<file path="config.mk">
export PLATFORM = sky130hd
export DESIGN_NAME = pic_prog_seq
export DESIGN_NICKNAME = d
export VERILOG_FILES = /design/src/rtl/pic_seq_pkg.sv /design/src/rtl/pic_init_fsm.sv /design/src/rtl/pic_cmd_dec.sv /design/src/rtl/pic_rd_path.sv /design/src/rtl/pic_prog_seq.sv
export SDC_FILE = /design/constraint.sdc
export NUM_CORES = 1
export LEC_CHECK = 0
export CAP_MARGIN = 20
export CELL_PAD_IN_SITES_DETAIL_PLACEMENT = 0
export CELL_PAD_IN_SITES_GLOBAL_PLACEMENT = 1
export CORE_MARGIN = 5
export CORE_UTILIZATION = 30
export CTS_BUF_LIST = sky130_fd_sc_hd__clkbuf_4 sky130_fd_sc_hd__clkbuf_8
export CTS_CLUSTER_DIAMETER = 120
export CTS_CLUSTER_SIZE = 30
export DETAILED_ROUTE_END_ITERATION = 16
export GPL_TIMING_DRIVEN = 0
export PLACE_DENSITY_LB_ADDON = 0.1
export SLEW_MARGIN = 20
export SYNTH_ARGS = -nofsm -noshare
export SYNTH_HDL_FRONTEND = slang
export SYNTH_SLANG_ARGS = --single-unit
</file>
<file path="constraint.sdc">
create_clock -name clk -period 1.3 [get_ports clk]
set_input_delay 0.26 -clock clk [delete_from_list [all_inputs] [get_ports clk]]
set_output_delay 0.26 -clock clk [all_outputs]
set_load 0.05 [all_outputs]
</file>
<file path="src/rtl/pic_seq_pkg.sv">
package pic_seq_pkg;
    localparam int DATA_W = 8;
    localparam int LINE_W = 3;
    localparam int LINES  = 1 << LINE_W;
    localparam int CODE_W = 3;

    typedef logic [DATA_W-1:0] byte_t;
    typedef logic [LINE_W-1:0] line_t;
    typedef logic [CODE_W-1:0] code_t;

    localparam line_t SPURIOUS_LINE = line_t'(LINES - 1);
    localparam byte_t VBASE_KEEP    = byte_t'(8'hF8);

    // address-0 byte fields
    localparam int B_INIT     = 4;
    localparam int B_MODE     = 3;
    localparam int B_POLL     = 2;
    localparam int B_RSEL_EN  = 1;
    localparam int B_RSEL     = 0;
    localparam int B_SMASK_EN = 6;
    localparam int B_SMASK    = 5;
    localparam int B_ROT      = 7;
    localparam int B_CODE_LO  = 5;
    // initialization byte fields
    localparam int B_NEED4    = 0;
    localparam int B_SINGLE   = 1;
    localparam int B_LEVEL    = 3;
    localparam int B_SFNM     = 4;
    localparam int B_AEOI     = 1;

    localparam code_t CODE_ROT_CLR = 3'd0;
    localparam code_t CODE_NOP     = 3'd2;
    localparam code_t CODE_ROT_SET = 3'd4;

    typedef enum logic [1:0] {
        STEP_IDLE = 2'd0,
        STEP_BASE = 2'd1,
        STEP_CASC = 2'd2,
        STEP_MODE = 2'd3
    } init_step_e;

    typedef struct packed {
        init_step_e step;
        logic       need4;
        logic       single;
        logic       level;
        logic       sfnm;
        logic       aeoi;
        logic       clr;
        byte_t      vbase;
    } init_state_t;

    typedef struct packed {
        logic  poll;
        logic  rsel;
        logic  smask;
        logic  rot;
        logic  stb;
        code_t code;
        line_t line;
    } cmd_state_t;

    typedef struct packed {
        byte_t rdata;
        logic  rvalid;
        logic  ack;
        line_t ack_line;
        byte_t vec;
        logic  vec_valid;
    } rd_state_t;
endpackage

</file>
<file path="src/rtl/pic_init_fsm.sv">
module pic_init_fsm
    import pic_seq_pkg::*;
(
    input  logic        clk,
    input  logic        rst_n,
    input  logic        init_cmd,
    input  logic        step_wr,
    input  byte_t       wdata,
    output init_state_t st,
    output logic        mask_wr
);
    init_state_t q, d;

    always_comb begin
        d     = q;
        d.clr = 1'b0;
        if (init_cmd) begin
            d        = '0;
            d.step   = STEP_BASE;
            d.need4  = wdata[B_NEED4];
            d.single = wdata[B_SINGLE];
            d.level  = wdata[B_LEVEL];
            d.clr    = 1'b1;
        end else if (step_wr) begin
            unique case (q.step)
                STEP_BASE: begin
                    d.vbase = wdata & VBASE_KEEP;
                    if (!q.single)
                        d.step = STEP_CASC;
                    else if (q.need4)
                        d.step = STEP_MODE;
                    else
                        d.step = STEP_IDLE;
                end
                STEP_CASC: d.step = q.need4 ? STEP_MODE : STEP_IDLE;
                STEP_MODE: begin
                    d.sfnm = wdata[B_SFNM];
                    d.aeoi = wdata[B_AEOI];
                    d.step = STEP_IDLE;
                end
                default: ;
            endcase
        end
    end

    always_ff @(posedge clk) begin
        if (!rst_n) q <= '0;
        else        q <= d;
    end

    assign st      = q;
    assign mask_wr = step_wr && (q.step == STEP_IDLE);
endmodule

</file>
<file path="src/rtl/pic_cmd_dec.sv">
module pic_cmd_dec
    import pic_seq_pkg::*;
(
    input  logic       clk,
    input  logic       rst_n,
    input  logic       wr0,
    input  byte_t      wdata,
    input  logic       poll_take,
    output cmd_state_t st
);
    cmd_state_t q, d;
    code_t      code;

    assign code = wdata[B_CODE_LO +: CODE_W];

    always_comb begin
        d     = q;
        d.stb = 1'b0;
        if (poll_take) d.poll = 1'b0;
        if (wr0) begin
            if (wdata[B_INIT]) begin
                d.poll  = 1'b0;
                d.rsel  = 1'b0;
                d.smask = 1'b0;
                d.rot   = 1'b0;
            end else if (wdata[B_MODE]) begin
                if (wdata[B_POLL])     d.poll  = 1'b1;
                if (wdata[B_RSEL_EN])  d.rsel  = wdata[B_RSEL];
                if (wdata[B_SMASK_EN]) d.smask = wdata[B_SMASK];
            end else begin
                if (code == CODE_ROT_CLR || code == CODE_ROT_SET) begin
                    d.rot = wdata[B_ROT];
                end else if (code != CODE_NOP) begin
                    d.stb  = 1'b1;
                    d.code = code;
                    d.line = wdata[LINE_W-1:0];
                end
            end
        end
    end

    always_ff @(posedge clk) begin
        if (!rst_n) q <= '0;
        else        q <= d;
    end

    assign st = q;
endmodule

</file>
<file path="src/rtl/pic_rd_path.sv">
module pic_rd_path
    import pic_seq_pkg::*;
(
    input  logic      clk,
    input  logic      rst_n,
    input  logic      bus_rd,
    input  logic      bus_addr,
    input  logic      poll,
    input  logic      rsel,
    input  byte_t     irr,
    input  byte_t     isr,
    input  byte_t     mask,
    input  byte_t     vbase,
    input  logic      win_valid,
    input  line_t     win_line,
    input  logic      inta,
    output logic      poll_take,
    output rd_state_t st
);
    rd_state_t q, d;

    assign poll_take = bus_rd && poll;

    always_comb begin
        d           = q;
        d.rvalid    = bus_rd;
        d.vec_valid = inta;
        d.ack       = 1'b0;
        if (bus_rd) begin
            if (poll) begin
                d.rdata = '0;
                if (win_valid) begin
                    d.rdata[DATA_W-1]   = 1'b1;
                    d.rdata[LINE_W-1:0] = win_line;
                    d.ack               = 1'b1;
                    d.ack_line          = win_line;
                end
            end else if (bus_addr) begin
                d.rdata = mask;
            end else begin
                d.rdata = rsel ? isr : irr;
            end
        end
        if (inta) begin
            d.vec = vbase + byte_t'(win_valid ? win_line : SPURIOUS_LINE);
            if (win_valid) begin
                d.ack      = 1'b1;
                d.ack_line = win_line;
            end
        end
    end

    always_ff @(posedge clk) begin
        if (!rst_n) q <= '0;
        else        q <= d;
    end

    assign st = q;
endmodule

</file>
<file path="src/rtl/pic_prog_seq.sv">
module pic_prog_seq
    import pic_seq_pkg::*;
(
    input  logic       clk,
    input  logic       rst_n,
    input  logic       bus_wr,
    input  logic       bus_rd,
    input  logic       bus_addr,
    input  logic [7:0] bus_wdata,
    output logic [7:0] bus_rdata,
    output logic       bus_rvalid,
    input  logic [7:0] irr_in,
    input  logic [7:0] isr_in,
    input  logic       win_valid,
    input  logic [2:0] win_line,
    input  logic       inta,
    output logic [7:0] vector_out,
    output logic       vector_valid,
    output logic       ack_strobe,
    output logic [2:0] ack_line,
    output logic       init_clear,
    output logic       init_busy,
    output logic       cmd_strobe,
    output logic [2:0] cmd_code,
    output logic [2:0] cmd_line,
    output logic       cfg_level,
    output logic       cfg_single,
    output logic       cfg_sfnm,
    output logic       cfg_aeoi,
    output logic       cfg_rot_aeoi,
    output logic       cfg_smask,
    output logic [7:0] cfg_vbase,
    output logic [7:0] mask_out
);
    logic        wr0, init_cmd, step_wr, mask_wr, poll_take;
    init_state_t ini;
    cmd_state_t  cmd;
    rd_state_t   rdp;
    byte_t       mask_d, mask_q;

    assign wr0      = bus_wr && !bus_addr;
    assign init_cmd = wr0 && bus_wdata[B_INIT];
    assign step_wr  = bus_wr && bus_addr;

    pic_init_fsm u_init (
        .clk     (clk),
        .rst_n   (rst_n),
        .init_cmd(init_cmd),
        .step_wr (step_wr),
        .wdata   (bus_wdata),
        .st      (ini),
        .mask_wr (mask_wr)
    );

    pic_cmd_dec u_cmd (
        .clk      (clk),
        .rst_n    (rst_n),
        .wr0      (wr0),
        .wdata    (bus_wdata),
        .poll_take(poll_take),
        .st       (cmd)
    );

    pic_rd_path u_rd (
        .clk      (clk),
        .rst_n    (rst_n),
        .bus_rd   (bus_rd),
        .bus_addr (bus_addr),
        .poll     (cmd.poll),
        .rsel     (cmd.rsel),
        .irr      (irr_in),
        .isr      (isr_in),
        .mask     (mask_q),
        .vbase    (ini.vbase),
        .win_valid(win_valid),
        .win_line (win_line),
        .inta     (inta),
        .poll_take(poll_take),
        .st       (rdp)
    );

    always_comb begin
        mask_d = mask_q;
        if (init_cmd)     mask_d = '0;
        else if (mask_wr) mask_d = bus_wdata;
    end

    always_ff @(posedge clk) begin
        if (!rst_n) mask_q <= '0;
        else        mask_q <= mask_d;
    end

    assign bus_rdata    = rdp.rdata;
    assign bus_rvalid   = rdp.rvalid;
    assign vector_out   = rdp.vec;
    assign vector_valid = rdp.vec_valid;
    assign ack_strobe   = rdp.ack;
    assign ack_line     = rdp.ack_line;
    assign init_clear   = ini.clr;
    assign init_busy    = (ini.step != STEP_IDLE);
    assign cmd_strobe   = cmd.stb;
    assign cmd_code     = cmd.code;
    assign cmd_line     = cmd.line;
    assign cfg_level    = ini.level;
    assign cfg_single   = ini.single;
    assign cfg_sfnm     = ini.sfnm;
    assign cfg_aeoi     = ini.aeoi;
    assign cfg_rot_aeoi = cmd.rot;
    assign cfg_smask    = cmd.smask;
    assign cfg_vbase    = ini.vbase;
    assign mask_out     = mask_q;
endmodule

</file>
# ---- After elaboration in Yosys (flattened, before gate mapping)
# Index checks and enable logic that the tools add are counted.
dict set report totals {
  in_bits 34
  regBits 54
}
dict set report op_classes {
  n_reduce_logical 27
  n_eq_ne 6
  addsub 1
  mux 29
  bitwise_logic 5
}
# operator n
set ops {}
lappend ops {{$mux 8} 4}
lappend ops {{$mux 7} 3}
lappend ops {{$mux 4} 5}
lappend ops {{$mux 12} 1}
lappend ops {{$reduce_bool 2->1} 6}
lappend ops {{$mux 11} 1}
lappend ops {{$mux 1} 9}
lappend ops {{$mux 3} 3}
lappend ops {{$reduce_and 3->1} 3}
lappend ops {{$add 8x8->8} 1}
lappend ops {{$reduce_and 2->1} 4}
lappend ops {{$pmux 2 s3} 1}
lappend ops {{$logic_and 1x1->1} 5}
lappend ops {{$not 1->1} 5}
lappend ops {{$reduce_and 5->1} 1}
lappend ops {{$reduce_or 5->1} 1}
lappend ops {{$eq 2x2->1 const B} 2}
lappend ops {{$mux 2} 2}
lappend ops {{$reduce_bool 4->1} 1}
lappend ops {{$eq 3x3->1 const B} 1}
lappend ops {{$logic_not 3->1} 1}
lappend ops {{$ne 3x2->1 const B} 1}
lappend ops {{$reduce_bool 3->1} 1}
lappend ops {{$eq 2x1->1 const B} 1}
lappend ops {{other kinds (5)} 5}

# ---- Depth between registers and ports, before layout
dict set report logic_depth {
  ltp_word 6
  mapped_depth 5
  ltp_nobuf 3
}

# ---- By module
# Synthesis repeated with hierarchy kept, for this count alone.
dict set report unflattened {
  cells_unflattened 287
  area_unflattened_um2 2640.0
}
# module seq_area_each_um2 n_inst area_per_inst_um2 cells_each
set by_module_without_submodules {}
lappend by_module_without_submodules {pic_rd_path 440.4 1 1147.4 130}
lappend by_module_without_submodules {pic_init_fsm 260.2 1 611.8 72}
lappend by_module_without_submodules {pic_cmd_dec 220.2 1 490.5 55}
lappend by_module_without_submodules {pic_prog_seq 160.2 1 390.4 30}

# ---- Worst setup path before layout
# OpenSTA, ideal clock, no wires.
dict set report synth_timing {
  path_type {input-to-reg}
  start {input bus_wr}
  end {register u_cmd.q (netlist bit u_cmd.st[0])}
  arrival_time_ns 1.143
  path_slack_ns 0.025
  t_required_ns 1.168
  cell_stages 5
  n_path_buf 2
  setup_time_ns 0.132
  path_cell_list {buf_4 > or4b_1 > buf_2 > o21ai_1 > a21oi_1}
}
dict set report synth_between {
  elab_chain_cells 2
}
# item line
set synth_lines {}
lappend synth_lines {{start: declaration} pic_prog_seq.sv:6} ;# input logic bus_wr,
lappend synth_lines {{$logic_and 1x1->1} pic_prog_seq.sv:41} ;# assign wr0 = bus_wr && !bus_addr;
lappend synth_lines {{$reduce_and 5->1 (no source line)} --}
lappend synth_lines {{end signal: assignment} pic_cmd_dec.sv:43} ;# if (!rst_n) q <= '0;
lappend synth_lines {{end signal: assignment} pic_cmd_dec.sv:44} ;# else q <= d;
lappend synth_lines {{end: declaration} pic_cmd_dec.sv:11} ;# cmd_state_t q, d;
# No other way between the ends.
# A chain may end at the register's enable or synchronous reset.

# ---- Worst setup path after layout
dict set report layout_timing {
  start {register u_init.q (netlist bit u_init.st[15])}
  end {output init_busy}
}
dict set report layout_between {
  elab_chain_cells 1
}
# item line
set layout_lines {}
lappend layout_lines {{start: declaration} pic_init_fsm.sv:12} ;# init_state_t q, d;
lappend layout_lines {{start signal: assignment} pic_init_fsm.sv:47} ;# if (!rst_n) q <= '0;
lappend layout_lines {{start signal: assignment} pic_init_fsm.sv:48} ;# else q <= d;
lappend layout_lines {{$reduce_bool 2->1} pic_prog_seq.sv:100} ;# assign init_busy = (ini.step != STEP_IDLE);
lappend layout_lines {{end: declaration} pic_prog_seq.sv:22} ;# output logic init_busy,
# No other way between the ends.

==> results <==
[tightest hold or removal path, cell delays in order]
cell and delay (ps):
buf_4 150, o21ai_0 80, a21oi_1 60
[layout by cell type (no fill, tap or decap), drive strengths merged, types with 2 or more instances in the layout]
cell type / count
or2b: 2
dfxtp: 54
a31oi: 6
clkbuf: 16
clkdlybuf4s15: 4
dlygate4sd2: 2
nor2b: 4
mux2i: 25
mux2: 8
clkdlybuf4s50: 24
o32ai: 2
nor2: 30
nand2b: 5
nor3: 3
a21oi: 22
buf: 66
o22ai: 2
inv: 5
o211ai: 6
nand3: 9
nand4b: 3
o21ai: 17
conb: 3
a21o: 3
nand2: 10
[sequential cells by signal, indices dropped and copies added (netlist names)]
signal / cells
u_cmd.st: 11
u_init.st: 13
mask_out: 8
u_rd.st: 22
[per-stage QoR]
step                worst slack (ps)  power [mW]  hold WS [ps]
floorplan                       24.6        2.22           404
global placement                -775        2.50           454
detailed placement              -757        2.50           459
CTS                             -116        3.66           267
global route                   -64.9        3.77           295
finish                         -29.0        3.62           284
[metal layers]
layer,global-route usage [%],vias up
li1,-,1070
met1,19.4,980
met2,22.3,77
met3,5.10,4
met4,3.78,0
met5,0,-
[path summary, 6_finish.rpt]
| path | startpoint | endpoint | slack, ps | depth (start not counted) |
|---|---|---|---|---|
| setup reg to reg | u_cmd.st[9] | u_rd.st[14] | 70 | 4 |
| hold / removal | bus_wr | u_init.st[14] | 280 | 3 |
| hold reg to reg | u_rd.st[18] | u_rd.st[18] | 470 | 2 |
| setup / recovery | u_init.st[15] | init_busy | -30 | 2 |
[repair_timing]
item                       4_1_cts  5_1_grt
gates resized for setup        227       53
cloned                           0        1
setup endpoints to repair       85       50
buffers inserted                 3        1
pin swaps                        4        3
[area by class of cell]
cell class	instances	area, um^2
fill	823	4410
clock buffer	6	82.6
multi-input combinational	173	1170
sequential	54	1090
inverter	6	22.5
timing repair buffer	82	603
clock inverter	1	30.0
buffer	25	156
tap	102	128
[power groups by stage]
stage                     Combinational [mW]  Clock [mW]  Sequential, mW
after floorplan                        0.265           0            1.96
after global placement                 0.716           0            1.78
after detailed placement               0.717           0            1.78
after CTS                              0.710        1.21            1.74
after global routing                   0.749        1.26            1.75
final                                  0.697        1.18            1.74
[kinds of logic after synthesis]
group	count (synthesis)	share of synthesized area, %
mux	33	14.4
compound gates	61	15.1
flops	54	45.9
other cells	1	0.159
buf+inv	33	7.17
simple gates	76	17.3
==> key figures <==
Outcome
  • Outcome: finished with violations
  • Failing checks: setup timing

Routing
  • DR iter-0 viols: 96
  • Detailed Routing Iterations Pass 1: 6
  • Met1 wire length: between 3000 and 4000 um
  • Vias: approximately 2100
  • Drt via density: ~4.7
  • Met3 routed WL: 486 um
  • Routed len/inst: approximately 16 um
  • Routed Antenna Nets: 0
  • # DRC: 0
  • Met2 Wirelength: 3170 um
  • Routed WL: ~7100 um
  • Max Used Layer: met4

GRT
  • First-pass GRT wire length: about 11000 um
  • Total congestion overflow: 0
  • Largest net degree at the start of global routing: 16
  • Vias in the first global route: roughly 2100
  • Number of antenna violations at the first check in global routing: 0
  • GRT Total Usage: roughly 14%

Clock tree
  • CTS Buf Count: 5
  • Clock transition at path regs: about 90 ps
  • Clock Latency Late Sink: 310 ps
  • H-tree depth: 2
  • CTS Buffer Depth: 2
  • Clock sink count: 54
  • Hold buffers post-CTS: 0
  • CTS tree: done
  • CTS root buffer: clkbuf_8

Pwr
  • Pwr/cell area: about 1100 mW/mm^2
  • Gate power share: 19.3%
  • Pint: approximately 2.6 mW
  • Pleak: approximately 1.5 nW
  • Clock power share: 32.5%
  • Net Sw Power: 1.04 mW
  • Maximum vdd drop: ~590 uV
  • Seq pwr share: 48.2%
  • Switch share: about 29%

Logic synthesis
  • Largest area contributor in the netlist: dfxtp_1
  • Count leader, synth: dfxtp_1
  • Share of flip-flops with an asynchronous set or reset: 0%
  • Sequential cell area fraction in the yosys report: roughly 46%
  • Synth Register Bits: 54
  • Main area contributors after synthesis: dfxtp_1, mux2i_1, nor2_1
  • Synth warn: 0
  • Post-Syn Area: 0.00236 mm^2
  • EDFF count, synth: 0
  • Synth Instances: roughly 260
  • Post-synth top cells: dfxtp_1, nor2_1, mux2i_1
  • Syn_area_per_cell: 9.13 um^2
  • Post-synth top area share: 45.9%
  • Post-synth cell types: 41
  • Post-synth top flop: dfxtp_1

Floorplan
  • Io pins: 87
  • Die X: roughly 99 um
  • Core area: 0.00769 mm^2
  • Initial Utilization: 30.6%
  • Die area: between 0.009 and 0.01 mm^2
  • FP Rows: 32
  • Die Y: approximately 100 um

Place
  • DP Area: ~0.0033 mm^2
  • Inst Count DP: between 400 and 500
  • DP Wirelength: between 5000 and 6000 um
  • Buffers on Ports: 77
  • Placer Congestion: approximately 0.74

Critical path
  • WP buf/inv: 1
  • Critical-path top delay cell: dfxtp_2
  • CP top delay family: flip-flops
  • Startpoint types: flop
  • Worst Path Required: 1040 ps
  • Critical setup path kind: reg2out
  • Arr. time, crit path: about 1100 ps
  • Crit-path max FO: 7
  • Slowest stage delay, CP: approximately 360 ps
  • Crit-path cells: or2_4 -> buf_8
  • Setup crit end kind: output pin

STA
  • Max-slew headroom: roughly three fifths
  • Layout Skew: a little over 10 ps
  • Worst Tran Pin Value: between 500 and 600 ps
  • Final hold viol count: 0
  • PnR worst setup slack: -29.0 ps
  • Share of the clock period used by the worst path: 102%
  • Tmin final: between 1000 and 1500 ps
  • Fin. max-slew vios: 0
  • Setup TNS: -29.0 ps
  • # setup viols final: 1
  • Maximum clock frequency: roughly 0.75 GHz
  • RSZ-0062 raised after global routing: yes

Layout
  • Ant. Diodes: 0
  • Fraction of layout cells with a size suffix above 1: between 20% and 30%
  • Final instance area: roughly 0.0033 mm^2
  • Post-route insts no fill: approximately 450
  • Layout Nets: between 300 and 400
  • Final Util: around 43%
  • Area grow syn2layout: 39.2%

Run
  • Maxcap violations: 0

Worst hold path
  • Min-delay worst type: in2reg
Power figures use the tool's default switching activity.
